### src/rtl/irq_pkg.sv
package irq_pkg;
   typedef enum logic {
      DRV_PUSH_PULL  = 1'b0,
      DRV_OPEN_DRAIN = 1'b1
   } irq_drv_e;
endpackage

### src/rtl/irq_edge_detect.sv
module irq_edge_detect #(
   parameter int N = 3
) (
   input  logic         clk,
   input  logic         rst_n,
   input  logic [N-1:0] lvl,
   input  logic         any_edge,
   output logic [N-1:0] evt
);
   logic [N-1:0] prev_q;
   logic [N-1:0] rise;
   logic [N-1:0] fall;

   always_ff @(posedge clk or negedge rst_n) begin
      if (!rst_n) prev_q <= '0;
      else        prev_q <= lvl;
   end

   assign rise = lvl & ~prev_q;
   assign fall = ~lvl & prev_q;
   assign evt  = any_edge ? (rise | fall) : rise;
endmodule

### src/rtl/irq_status_reg.sv
module irq_status_reg #(
   parameter int W = 8
) (
   input  logic         clk,
   input  logic         rst_n,
   input  logic [W-1:0] set,
   input  logic         visible,
   input  logic         rd_hit,
   input  logic         mask_hit,
   input  logic [W-1:0] mask_wdata,
   output logic [W-1:0] status_q,
   output logic [W-1:0] mask_q,
   output logic [W-1:0] view,
   output logic         pend
);
   logic [W-1:0] clr;
   logic [W-1:0] rec;

   assign view = visible ? status_q : (status_q & ~mask_q);
   assign clr  = rd_hit ? view : '0;
   assign rec  = visible ? set : (set & ~mask_q);
   assign pend = |(status_q & ~mask_q);

   always_ff @(posedge clk or negedge rst_n) begin
      if (!rst_n) begin
         status_q <= '0;
         mask_q   <= '1;
      end else begin
         status_q <= (status_q & ~clr) | rec;
         if (mask_hit) mask_q <= mask_wdata;
      end
   end
endmodule

### src/rtl/irq_out_driver.sv
module irq_out_driver #(
   parameter irq_pkg::irq_drv_e DRV_MODE       = irq_pkg::DRV_PUSH_PULL,
   parameter bit                IRQ_ACTIVE_HIGH = 1'b1
) (
   input  logic pending,
   output logic irq_out,
   output logic irq_oe
);
   if (DRV_MODE == irq_pkg::DRV_OPEN_DRAIN) begin : g_od
      assign irq_out = 1'b0;
      assign irq_oe  = pending;
   end else begin : g_pp
      assign irq_out = IRQ_ACTIVE_HIGH ? pending : ~pending;
      assign irq_oe  = 1'b1;
   end
endmodule

### src/rtl/irq_status_bank.sv
module irq_status_bank #(
   parameter int                NUM_REGS        = 4,
   parameter int                REG_W           = 8,
   parameter int                NUM_ALARMS      = 3,
   parameter int                ALARM_BASE      = 0,
   parameter irq_pkg::irq_drv_e DRV_MODE        = irq_pkg::DRV_PUSH_PULL,
   parameter bit                IRQ_ACTIVE_HIGH = 1'b1,
   localparam int               TOTAL           = NUM_REGS * REG_W,
   localparam int               SEL_W           = (NUM_REGS > 1) ? $clog2(NUM_REGS) : 1
) (
   input  logic                  clk,
   input  logic                  rst_n,
   input  logic [TOTAL-1:0]      evt_pulse,
   input  logic [NUM_ALARMS-1:0] alarm_lvl,
   input  logic                  alarm_any_edge,
   input  logic                  visible_mode,
   input  logic                  mask_wr,
   input  logic [SEL_W-1:0]      mask_sel,
   input  logic [REG_W-1:0]      mask_wdata,
   input  logic                  rd_en,
   input  logic [SEL_W-1:0]      rd_sel,
   output logic [REG_W-1:0]      rd_data,
   output logic                  irq_out,
   output logic                  irq_oe
);
   if (NUM_REGS < 1 || REG_W < 1) begin : g_bad_size
      $error("irq_status_bank: NUM_REGS and REG_W must be positive");
   end
   if (NUM_ALARMS < 1 || ALARM_BASE < 0 || ALARM_BASE + NUM_ALARMS > TOTAL) begin : g_bad_alarm
      $error("irq_status_bank: alarm bits fall outside the bank");
   end

   logic [NUM_ALARMS-1:0] alarm_evt;
   logic [TOTAL-1:0]      set_all;
   logic [TOTAL-1:0]      status_all;
   logic [TOTAL-1:0]      mask_all;
   logic [REG_W-1:0]      view_arr [NUM_REGS];
   logic [NUM_REGS-1:0]   pend_arr;
   logic [REG_W-1:0]      rd_view;

   irq_edge_detect #(.N(NUM_ALARMS)) u_edge (
      .clk      (clk),
      .rst_n    (rst_n),
      .lvl      (alarm_lvl),
      .any_edge (alarm_any_edge),
      .evt      (alarm_evt)
   );

   always_comb begin
      set_all = evt_pulse;
      for (int i = 0; i < NUM_ALARMS; i++) begin
         set_all[ALARM_BASE + i] = evt_pulse[ALARM_BASE + i] | alarm_evt[i];
      end
   end

   for (genvar r = 0; r < NUM_REGS; r++) begin : g_reg
      logic rd_hit;
      logic mask_hit;
      assign rd_hit   = rd_en && (rd_sel == SEL_W'(r));
      assign mask_hit = mask_wr && (mask_sel == SEL_W'(r));

      irq_status_reg #(.W(REG_W)) u_reg (
         .clk        (clk),
         .rst_n      (rst_n),
         .set        (set_all[r*REG_W +: REG_W]),
         .visible    (visible_mode),
         .rd_hit     (rd_hit),
         .mask_hit   (mask_hit),
         .mask_wdata (mask_wdata),
         .status_q   (status_all[r*REG_W +: REG_W]),
         .mask_q     (mask_all[r*REG_W +: REG_W]),
         .view       (view_arr[r]),
         .pend       (pend_arr[r])
      );
   end

   always_comb begin
      rd_view = '0;
      for (int r = 0; r < NUM_REGS; r++) begin
         if (rd_sel == SEL_W'(r)) rd_view = view_arr[r];
      end
   end

   always_ff @(posedge clk or negedge rst_n) begin
      if (!rst_n)     rd_data <= '0;
      else if (rd_en) rd_data <= rd_view;
   end

   irq_out_driver #(
      .DRV_MODE        (DRV_MODE),
      .IRQ_ACTIVE_HIGH (IRQ_ACTIVE_HIGH)
   ) u_drv (
      .pending (|pend_arr),
      .irq_out (irq_out),
      .irq_oe  (irq_oe)
   );
endmodule

### config.mk
export PLATFORM = sky130hd
export DESIGN_NAME = irq_status_bank
export DESIGN_NICKNAME = d
export VERILOG_FILES = /design/src/rtl/irq_pkg.sv /design/src/rtl/irq_edge_detect.sv /design/src/rtl/irq_status_reg.sv /design/src/rtl/irq_out_driver.sv /design/src/rtl/irq_status_bank.sv
export SDC_FILE = /design/constraint.sdc
export NUM_CORES = 1
export LEC_CHECK = 0
export ABC_AREA = 1
export BUFFER_PORTS_ARGS = -buffer_cell sky130_fd_sc_hd__buf_2
export CORE_ASPECT_RATIO = 1.75
export CORE_UTILIZATION = 40
export DETAILED_ROUTE_END_ITERATION = 12
export PLACE_DENSITY_LB_ADDON = 0.12
export SLEW_MARGIN = 20
export SYNTH_ARGS = -nofsm -noshare
export SYNTH_HDL_FRONTEND = slang
export SYNTH_SLANG_ARGS = --single-unit
### constraint.sdc
create_clock -name clk -period 1.66 [get_ports clk]
set_input_delay 0.083 -clock clk [delete_from_list [all_inputs] [get_ports clk]]
set_output_delay 0.083 -clock clk [all_outputs]
set_load 0.1 [all_outputs]
==> results of run 1 <==
-- Yosys cell counts --
master / count / area [sq um]
sky130_fd_sc_hd__nor2_2: 1 / 6.26
sky130_fd_sc_hd__o21ai_1: 1 / 5.00
sky130_fd_sc_hd__conb_1: 1 / 3.75
sky130_fd_sc_hd__a22o_1: 21 / 184
sky130_fd_sc_hd__a21oi_1: 11 / 55.1
sky130_fd_sc_hd__dfstp_2: 32 / 841
sky130_fd_sc_hd__dfrtp_1: 43 / 1080
sky130_fd_sc_hd__buf_4: 3 / 22.5
sky130_fd_sc_hd__nor2_1: 21 / 78.8
sky130_fd_sc_hd__clkbuf_1: 4 / 15.0
sky130_fd_sc_hd__inv_1: 50 / 188
sky130_fd_sc_hd__buf_6: 1 / 11.3
sky130_fd_sc_hd__clkbuf_2: 1 / 5.00
sky130_fd_sc_hd__o21ai_0: 48 / 240
sky130_fd_sc_hd__nand3_1: 55 / 275
sky130_fd_sc_hd__nor2_4: 2 / 22.5
sky130_fd_sc_hd__nand2_1: 155 / 582
sky130_fd_sc_hd__o21bai_1: 3 / 22.5
sky130_fd_sc_hd__nand2_2: 1 / 6.26
sky130_fd_sc_hd__buf_2: 4 / 20.0
sky130_fd_sc_hd__buf_1: 2 / 7.51
sky130_fd_sc_hd__inv_2: 3 / 11.3
sky130_fd_sc_hd__ha_1: 3 / 37.5
-- cells in the final DEF, fill, tap and decap left out --
cell,synthesis,layout
sky130_fd_sc_hd__buf_4,3,6
sky130_fd_sc_hd__o21ai_0,48,47
sky130_fd_sc_hd__clkbuf_8,0,2
sky130_fd_sc_hd__a22o_1,21,21
sky130_fd_sc_hd__ha_1,3,3
sky130_fd_sc_hd__clkbuf_1,4,1
sky130_fd_sc_hd__conb_1,1,1
sky130_fd_sc_hd__inv_1,50,50
sky130_fd_sc_hd__o21ai_1,1,2
sky130_fd_sc_hd__inv_2,3,3
sky130_fd_sc_hd__dfrtp_1,43,43
sky130_fd_sc_hd__nand2_1,155,152
sky130_fd_sc_hd__clkbuf_16,0,9
sky130_fd_sc_hd__dfstp_2,32,32
sky130_fd_sc_hd__nor2_2,1,5
sky130_fd_sc_hd__clkinv_4,0,1
sky130_fd_sc_hd__a21oi_1,11,11
sky130_fd_sc_hd__nor2_4,2,3
sky130_fd_sc_hd__clkinv_2,0,2
sky130_fd_sc_hd__o21bai_1,3,3
sky130_fd_sc_hd__nand3_1,55,55
sky130_fd_sc_hd__dlygate4sd3_1,0,30
sky130_fd_sc_hd__nand2_2,1,4
sky130_fd_sc_hd__buf_12,0,3
sky130_fd_sc_hd__buf_2,4,60
sky130_fd_sc_hd__nor2_1,21,16
sky130_fd_sc_hd__bufinv_16,0,1
-- metrics by stage --
step                instances  utilization (%)
floorplan                 466                -
global placement          636             45.9
detailed placement        636             45.9
CTS                       686             53.2
global route              686             53.4
finish                    686             53.4
-- layout make-up --
class | instances | area [sq um] | area share (%)
Tap cell | 120 | 150 | 3.11
Clock inverter | 4 | 48.8 | 1.01
Sequential cell | 75 | 1920 | 39.8
Inverter | 53 | 199 | 4.13
Timing Repair Buffer | 99 | 706 | 14.6
Multi-Input combinational cell | 323 | 1540 | 32.0
Clock buffer | 12 | 256 | 5.32
-- routing by layer --
| layer | vias to the layer above | part of all wire [%] |
|---|---|---|
| li1 | 1698 | - |
| met1 | 1626 | 41 |
| met2 | 66 | 53 |
| met3 | 20 | 2.2 |
| met4 | 0 | 2.9 |
| met5 | - | 0 |
-- cell families after synthesis --
kind of cell | after synthesis
fa+ha+maj | 3
flops | 75
buf+inv | 68
compound gates | 84
simple gates | 235
other cells | 1
-- worst max-delay path, delay by kind of cell (launching register included) --
| family | cells | cell delay (ns) |
|---|---|---|
| flip-flops | 1 | 0.54 |
| buffers and inverters | 2 | 0.21 |
| AND/OR/NAND/NOR | 6 | 0.55 |
-- state kept, by name (all words and copies together) (netlist names) --
name	flops
u_edge.prev_q	3
g.u_reg.mask_q	32
g.u_reg.status_q	32
rd_data	8
-- worst paths after layout --
path | depth (start not counted) | slack [ns] | startpoint | endpoint
setup / recovery | 8 | -0.06 | g_reg[3].u_reg.mask_q[2] | irq_out
hold / removal | 2 | 0.01 | evt_pulse[23] | g_reg[2].u_reg.status_q[7]
setup reg to reg | 6 | 0.45 | g_reg[1].u_reg.mask_q[1] | rd_data[1]
hold reg to reg | 2 | 0.49 | rd_data[5] | rd_data[5]
max in group asynchronous | 3 | 0.98 | rst_n | g_reg[0].u_reg.mask_q[5]
min in group asynchronous | 3 | 0.31 | rst_n | g_reg[3].u_reg.status_q[2]
-- power by group through the flow --
stage               Combinational, uW  Clock (uW)  Sequential (uW)
global route                     1270        2120             2360
floorplan                         524           0             2540
detailed placement               1040           0             2360
finish                           1130        2000             2330
global placement                 1030           0             2350
CTS                              1140        2040             2330
-- timing repair --
action                                 CTS  global route
resized for setup                        9             5
endpoints found under the hold margin   72             0
setup buffers                            4             0
setup endpoints to repair                1             1
hold buffers                            30             0
pin swaps                                7             5
==> implementation parameters, run 1 <==
Parameter                              Value

Finish
  Antenna diodes ... 0
  Fraction of final layout cells with drive strength greater than 1 ... 23.1%
  Post-layout instance area ... 0.00482 sq mm
  Synth-to-layout area growth ... 29.7%
  Fill cell instance count of the final layout ... 914
  Nets@finish ... 617

STA
  Fmax achieved ... 582 MHz
  Largest clock skew in the final design ... 0.00527 ns
  Slew at the pin closest to its max-slew limit ... 0.569 ns
  Fraction of the cycle the final worst path needs ... 104%
  Final setup margin ... -0.0596 ns
  Pins Over Slew Limit ... 0
  Slew Limit Headroom ... approximately three fifths
  RSZ-0062 raised after global routing ... yes
  Final hold slack ... 0.0116 ns
  Shortest clock period the worst path allows after layout ... 1.72 ns
  Number of endpoints with negative hold slack in the final report ... 0
  Setup violators final ... 1
  Summed negative setup slack over all endpoints ... -0.0596 ns

Drt
  TritonRoute pass-1 iters ... 4
  Final routed wirelength across all metal layers ... 10,200 um
  Number of nets with antenna violations after routing ... 0
  Vias after detailed routing ... 3,410
  Via-to-Cell Ratio ... 4.97
  DR iter-0 viols ... 198
  Average routed wire per standard cell ... 14.8 um
  Total DRC errors in the routed layout ... 0

Global routing
  Global Route Usage Sum ... 23.0%
  Met2 Resource Use GR ... 40.9%
  Met1 Use GR ... 25.9%
  Largest net degree at the start of global routing ... 76
  Fraction of met3 tracks used by global routing ... 4.35%
  Layer carrying the most global-route usage ... met2
  Gr ovfl total ... 0
  Wire length of the first global-routing pass ... 16,200 um
  Via count of the first global-routing pass ... 3,375
  Antenna violations before repair ... 0

Setup path
  Highest fanout seen on the critical path ... 3
  Cell Chain, Critical Path ... inv_1 > nand2_1 > nand2_2 > nor2_4 > nand2_2 > nor2_1 > nand2_2 > buf_12
  Data required time at the worst endpoint ... 1.58 ns
  Largest stage delay, worst path ... 0.54 ns
  Element type at the critical path start ... register
  Endpoint arrival time on the critical path ... 1.64 ns
  Cell at the slowest stage of the critical path ... sky130_fd_sc_hd__dfstp_2
  Endpoint class of the critical path ... output port
  Most frequent cell on the critical path ... sky130_fd_sc_hd__nand2_2
  Classification of the worst setup path ... register to output port

Pwr
  Leakage component of the power ... 0.00238 uW
  Power share of the clock group ... 36.6%
  Post-layout power ... 5450 uW
  Net switching power figure ... 1680 uW
  Seq pwr share ... 42.6%
  Combinational power share ... 20.7%
  Worst vdd rail ir drop ... 540 uV
  Power per unit of standard cell area ... 1130 mW/mm^2
  Switching part of the total ... 30.8%
  Internal power ... 3780 uW

Die
  Number of standard-cell rows in the floorplan ... 46
  Die width ... about 75 um
  Top-Level Pins ... 63
  Die Y-Extent ... 130 um
  Die footprint ... 0.00969 sq mm
  Starting Density ... 41.1%
  Core area ... around 0.009 sq mm

Logic synthesis
  Summed instance area of the synthesized netlist ... ~0.0037 sq mm
  Synthesized netlist net count ... 522
  Area share of xor/xnor cells in the synthesized design ... 0%
  Post-synthesis simple-gate area fraction ... 26.1%
  Combinational family with the most area after synthesis ... simple AND/OR/NAND/NOR gates
  Compound-Gate Fraction of Synth Area ... 13.6%
  Syn avg cell area ... between 7 and 8 sq um
  Number of distinct standard cells referenced by the synthesized netlist ... 23
  Synth Area in Adders ... 1.01%
  Number of instances in the synthesized netlist ... 466
  Fraction of the yosys area taken by sequential cells ... between 50% and 60%
  Post-synthesis sequential element count ... 75
  Mux share of post-synthesis cell area ... 0%
  Number of synthesis warnings ... 0

Placed design
  Placer congestion estimate ... between 0.8 and 0.9
  Worst slack at placement ... 0.117 ns
  Buffers added on ports ... 61
  Placement-stage cell area ... roughly 0.0041 sq mm
  HPWL after detailed placement ... 7230 um

CTS
  Clock tree sinks ... 75
  TritonCTS buffer count ... 9
  Clock slew at reported path FFs ... around 0.06 ns
  Depth of the CTS H-tree ... 3
  Clock network latency to the later pin of the worst-skew pair ... 0.33 ns
  Number of buffers between clock root and the deepest sink ... 2
  Root cell of the clock tree ... sky130_fd_sc_hd__clkbuf_16
  TritonCTS clock tree ... done

Min path
  Path category of the worst min-delay check ... input pin to register

Run status
  Status ... complete, but fails checks
  Violations in the final reports ... negative setup slack

Flow run
  Max-capacitance violation count ... 0
No activity file was read; power rests on OpenSTA's default activity.
==> run 2, diff against run 1 <==
- REMOVE_ABC_BUFFERS: not set -> 1
==> run 2 against run 1 <==
Compared with the run above: the flow finishes with violations (negative hold slack, negative setup slack); register-to-register slack improved by 0.04 ns; clock skew barely moved; worst setup slack better by 0.027 ns; utilization up 1.1 points; cell area is 2.1% higher; first-iteration DRC count decreased by 21%; non-clock buffer count is 6 higher; clock power grew 17%; via count shrank 1.1%; clock-buffer cell count unchanged; flip-flop and latch count unchanged; combinational power hardly changed; critical path type unchanged; largest cell class unchanged.
==> implementation parameters, run 2 (same netlist as run 1, synthesis figures left out) <==
Parameter                              Value

Run status
  Status ... complete, but fails checks
  Violations in the final reports ... negative hold slack, negative setup slack

Die
  Top-Level Pins ... 63 (unchanged)
  Die Y-Extent ... 130 um (unchanged)
  Core area ... 0.00904 sq mm (unchanged)
  Starting Density ... 41.1% (unchanged)
  Number of standard-cell rows in the floorplan ... 46 (unchanged)
  Die footprint ... 0.00969 sq mm (unchanged)
  Die width ... 74.9 um (unchanged)

Finish
  Leading registers by flop count ... g.u_reg.mask_q: 32 flops, g.u_reg.status_q: 32 flops, rd_data: 8 flops
  Leading cell type in the layout, fill and taps excluded ... sky130_fd_sc_hd__nand2_1
  Storage element area ... 0.00192 sq mm (unchanged)
  Fraction of final layout cells with drive strength greater than 1 ... 23.4% (+0.28 points)
  Util after Layout ... 54.5% (+1.1 points)
  Nets@finish ... 623 (+0.97%)
  Synth-to-layout area growth ... 32.4%
  Final standard cell count with taps included and fillers excluded ... 692 (+0.87%)
  Commonest non-fill, non-tap cells in the layout ... sky130_fd_sc_hd__nand2_1, sky130_fd_sc_hd__buf_2, sky130_fd_sc_hd__nand3_1
  Multi-input gate area in the final layout ... 0.00154 sq mm (-0.57%)
  Fill cell instance count of the final layout ... 885 (-3.2%)
  Antenna diodes ... 0 (unchanged)

Setup path
  Classification of the worst setup path ... register to output port
  Largest stage delay, worst path ... 0.53 ns (about the same)
  Data required time at the worst endpoint ... 1.58 ns (about the same)
  Cell at the slowest stage of the critical path ... sky130_fd_sc_hd__dfstp_2
  Endpoint arrival time on the critical path ... 1.61 ns (-0.03 ns)
  Most frequent cell on the critical path ... sky130_fd_sc_hd__nand2_1
  Highest fanout seen on the critical path ... 2 (-1)
  Cell Chain, Critical Path ... inv_1 > nand2_1 > nand2_1 > nor2_1 > nand2_1 > nor2_1 > nand2_2 > buf_12
  Element type at the critical path start ... register
  Endpoint class of the critical path ... output port

STA
  Pins Over Slew Limit ... 0 (unchanged)
  Fraction of the cycle the final worst path needs ... 102% (-1.7 points)
  Slew Limit Headroom ... 58.7% (-3.2 points)
  Summed negative setup slack over all endpoints ... -0.0321 ns (+0.0275 ns)
  Setup violators final ... 1 (unchanged)
  Shortest clock period the worst path allows after layout ... 1.69 ns (-0.0275 ns)
  Final setup margin ... -0.0321 ns (+0.0275 ns)
  RSZ-0062 raised after global routing ... yes
  Fmax achieved ... 591 MHz (+1.6%)
  Largest clock skew in the final design ... 0.00530 ns (+0.0000324 ns)
  Final hold slack ... -0.00161 ns (-0.0132 ns)
  Number of endpoints with negative hold slack in the final report ... 1 (+1)
  Slew at the pin closest to its max-slew limit ... 0.617 ns (+0.0480 ns)

Drt
  Total DRC errors in the routed layout ... 0 (unchanged)
  Number of nets with antenna violations after routing ... 0 (unchanged)
  TritonRoute pass-1 iters ... 6 (+2)
  DR iter-0 viols ... 157 (-21%)
  Average routed wire per standard cell ... 14.5 um (-2.4%)
  Via-to-Cell Ratio ... 4.87 (-1.9%)
  Vias after detailed routing ... 3,373 (-1.1%)
  Final routed wirelength across all metal layers ... 10,000 um (-1.6%)

CTS
  Depth of the CTS H-tree ... 3 (unchanged)
  Number of buffers between clock root and the deepest sink ... 2 (unchanged)
  Clock tree sinks ... 75 (unchanged)
  TritonCTS buffer count ... 9 (unchanged)
  Clock network latency to the later pin of the worst-skew pair ... 0.34 ns (about the same)
  TritonCTS clock tree ... done
  Clock slew at reported path FFs ... 0.06 ns (about the same)
  Root cell of the clock tree ... sky130_fd_sc_hd__clkbuf_16

Global routing
  Largest net degree at the start of global routing ... 50 (-34%)
  Met1 Use GR ... 26.2% (+0.35 points)
  Layer carrying the most global-route usage ... met2
  Met2 Resource Use GR ... 39.5% (-1.4 points)
  Gr ovfl total ... 0 (unchanged)
  Wire length of the first global-routing pass ... 15,800 um (-2.4%)
  Via count of the first global-routing pass ... 3,309 (-2.0%)
  Antenna violations before repair ... 0 (unchanged)
  Fraction of met3 tracks used by global routing ... 3.19% (-1.2 points)
  Global Route Usage Sum ... 22.6% (-0.47 points)

Pwr
  Combinational power share ... 20.0% (-0.7 points)
  Post-layout power ... 5810 uW (+6.5%)
  Power per unit of standard cell area ... 1180 mW/mm^2 (+4.4%)
  Power share of the clock group ... 40.2% (+3.6 points)
  Net switching power figure ... 1670 uW (-0.44%)
  Leakage component of the power ... 0.00244 uW (+2.3%)
  Internal power ... 4140 uW (+9.6%)
  Switching part of the total ... 28.8% (-2.0 points)
  Seq pwr share ... 39.8% (-2.8 points)
  Worst vdd rail ir drop ... 593 uV (+9.7%)

Placed design
  Worst slack at placement ... 0.203 ns (+0.0855 ns)
  Buffers added on ports ... 61 (unchanged)
  Placer congestion estimate ... 0.755 (-9.5%)
  HPWL after detailed placement ... 7080 um (-2.2%)
  Cells after DPL ... 637 (+0.16%)

Flow run
  Max-capacitance violation count ... 0 (unchanged)

Min path
  Path category of the worst min-delay check ... input pin to register
[run 2: cell types whose count changed in the layout (fill, tap and decap cells not counted), sizes merged]
cell,delta
buf,+4
clkinv,-2
bufinv,+2
dlygate4sd3,+2
[run 2: repair_timing]
action / in CTS / in global routing
gates resized for setup: 9 / 4
pin swaps: 9 / 4
endpoints found under the hold margin: 57 / 0
hold buffers: 32 / 0
buffers inserted: 5 / 2
endpoints found under the setup margin: 1 / 1
[run 2: cell type report]
type	instances	area share [%]
flip-flops and latches	75	39.0
multi-input cells	323	31.2
repair buffers	105	15.4
clock buffers	12	5.42
inverters	53	4.04
well taps	120	3.05
clock inverters	4	1.93
[run 2: worst max-delay path, delay by kind of cell (launching register included)]
family        cells  cell delay [ns]
simple gates      6             0.54
flops             1             0.53
buf+inv           2             0.21
[run 2: through the flow]
step / area (sq um) / hold slack [ns]
after floorplan: 3630 / -0.213
after global placement: 4160 / 0.0306
after detailed placement: 4160 / 0.0340
after CTS: 4900 / 0.00223
after global routing: 4920 / 0.00678
final: 4920 / -0.00161
[run 2: worst paths after layout]
kind                                          start                          to  slack, ns  cells after the start
min in group asynchronous                     rst_n  g_reg[3].u_reg.status_q[6]       0.20                      2
setup reg to reg           g_reg[1].u_reg.mask_q[1]                  rd_data[1]       0.49                      6
hold / removal                        evt_pulse[14]  g_reg[1].u_reg.status_q[6]     -0.002                      2
setup / recovery           g_reg[3].u_reg.mask_q[5]                     irq_out      -0.03                      8
hold reg to reg                          rd_data[6]                  rd_data[6]       0.49                      2
max in group asynchronous                     rst_n    g_reg[1].u_reg.mask_q[1]       0.81                      3
[run 2: metal layers]
metal | part of all wire, % | up-vias
met2 | 53 | 72
li1 | - | 1712
met4 | 2.8 | 0
met5 | 0 | -
met1 | 42 | 1570
met3 | 2.7 | 19
[run 2: power groups by stage]
stage / clock network (uW) / registers (uW) / logic (uW)
CTS: 2370 / 2310 / 1160
floorplan: 0 / 2540 / 501
detailed placement: 0 / 2340 / 1060
global placement: 0 / 2330 / 1040
finish: 2340 / 2310 / 1160
global route: 2450 / 2340 / 1300
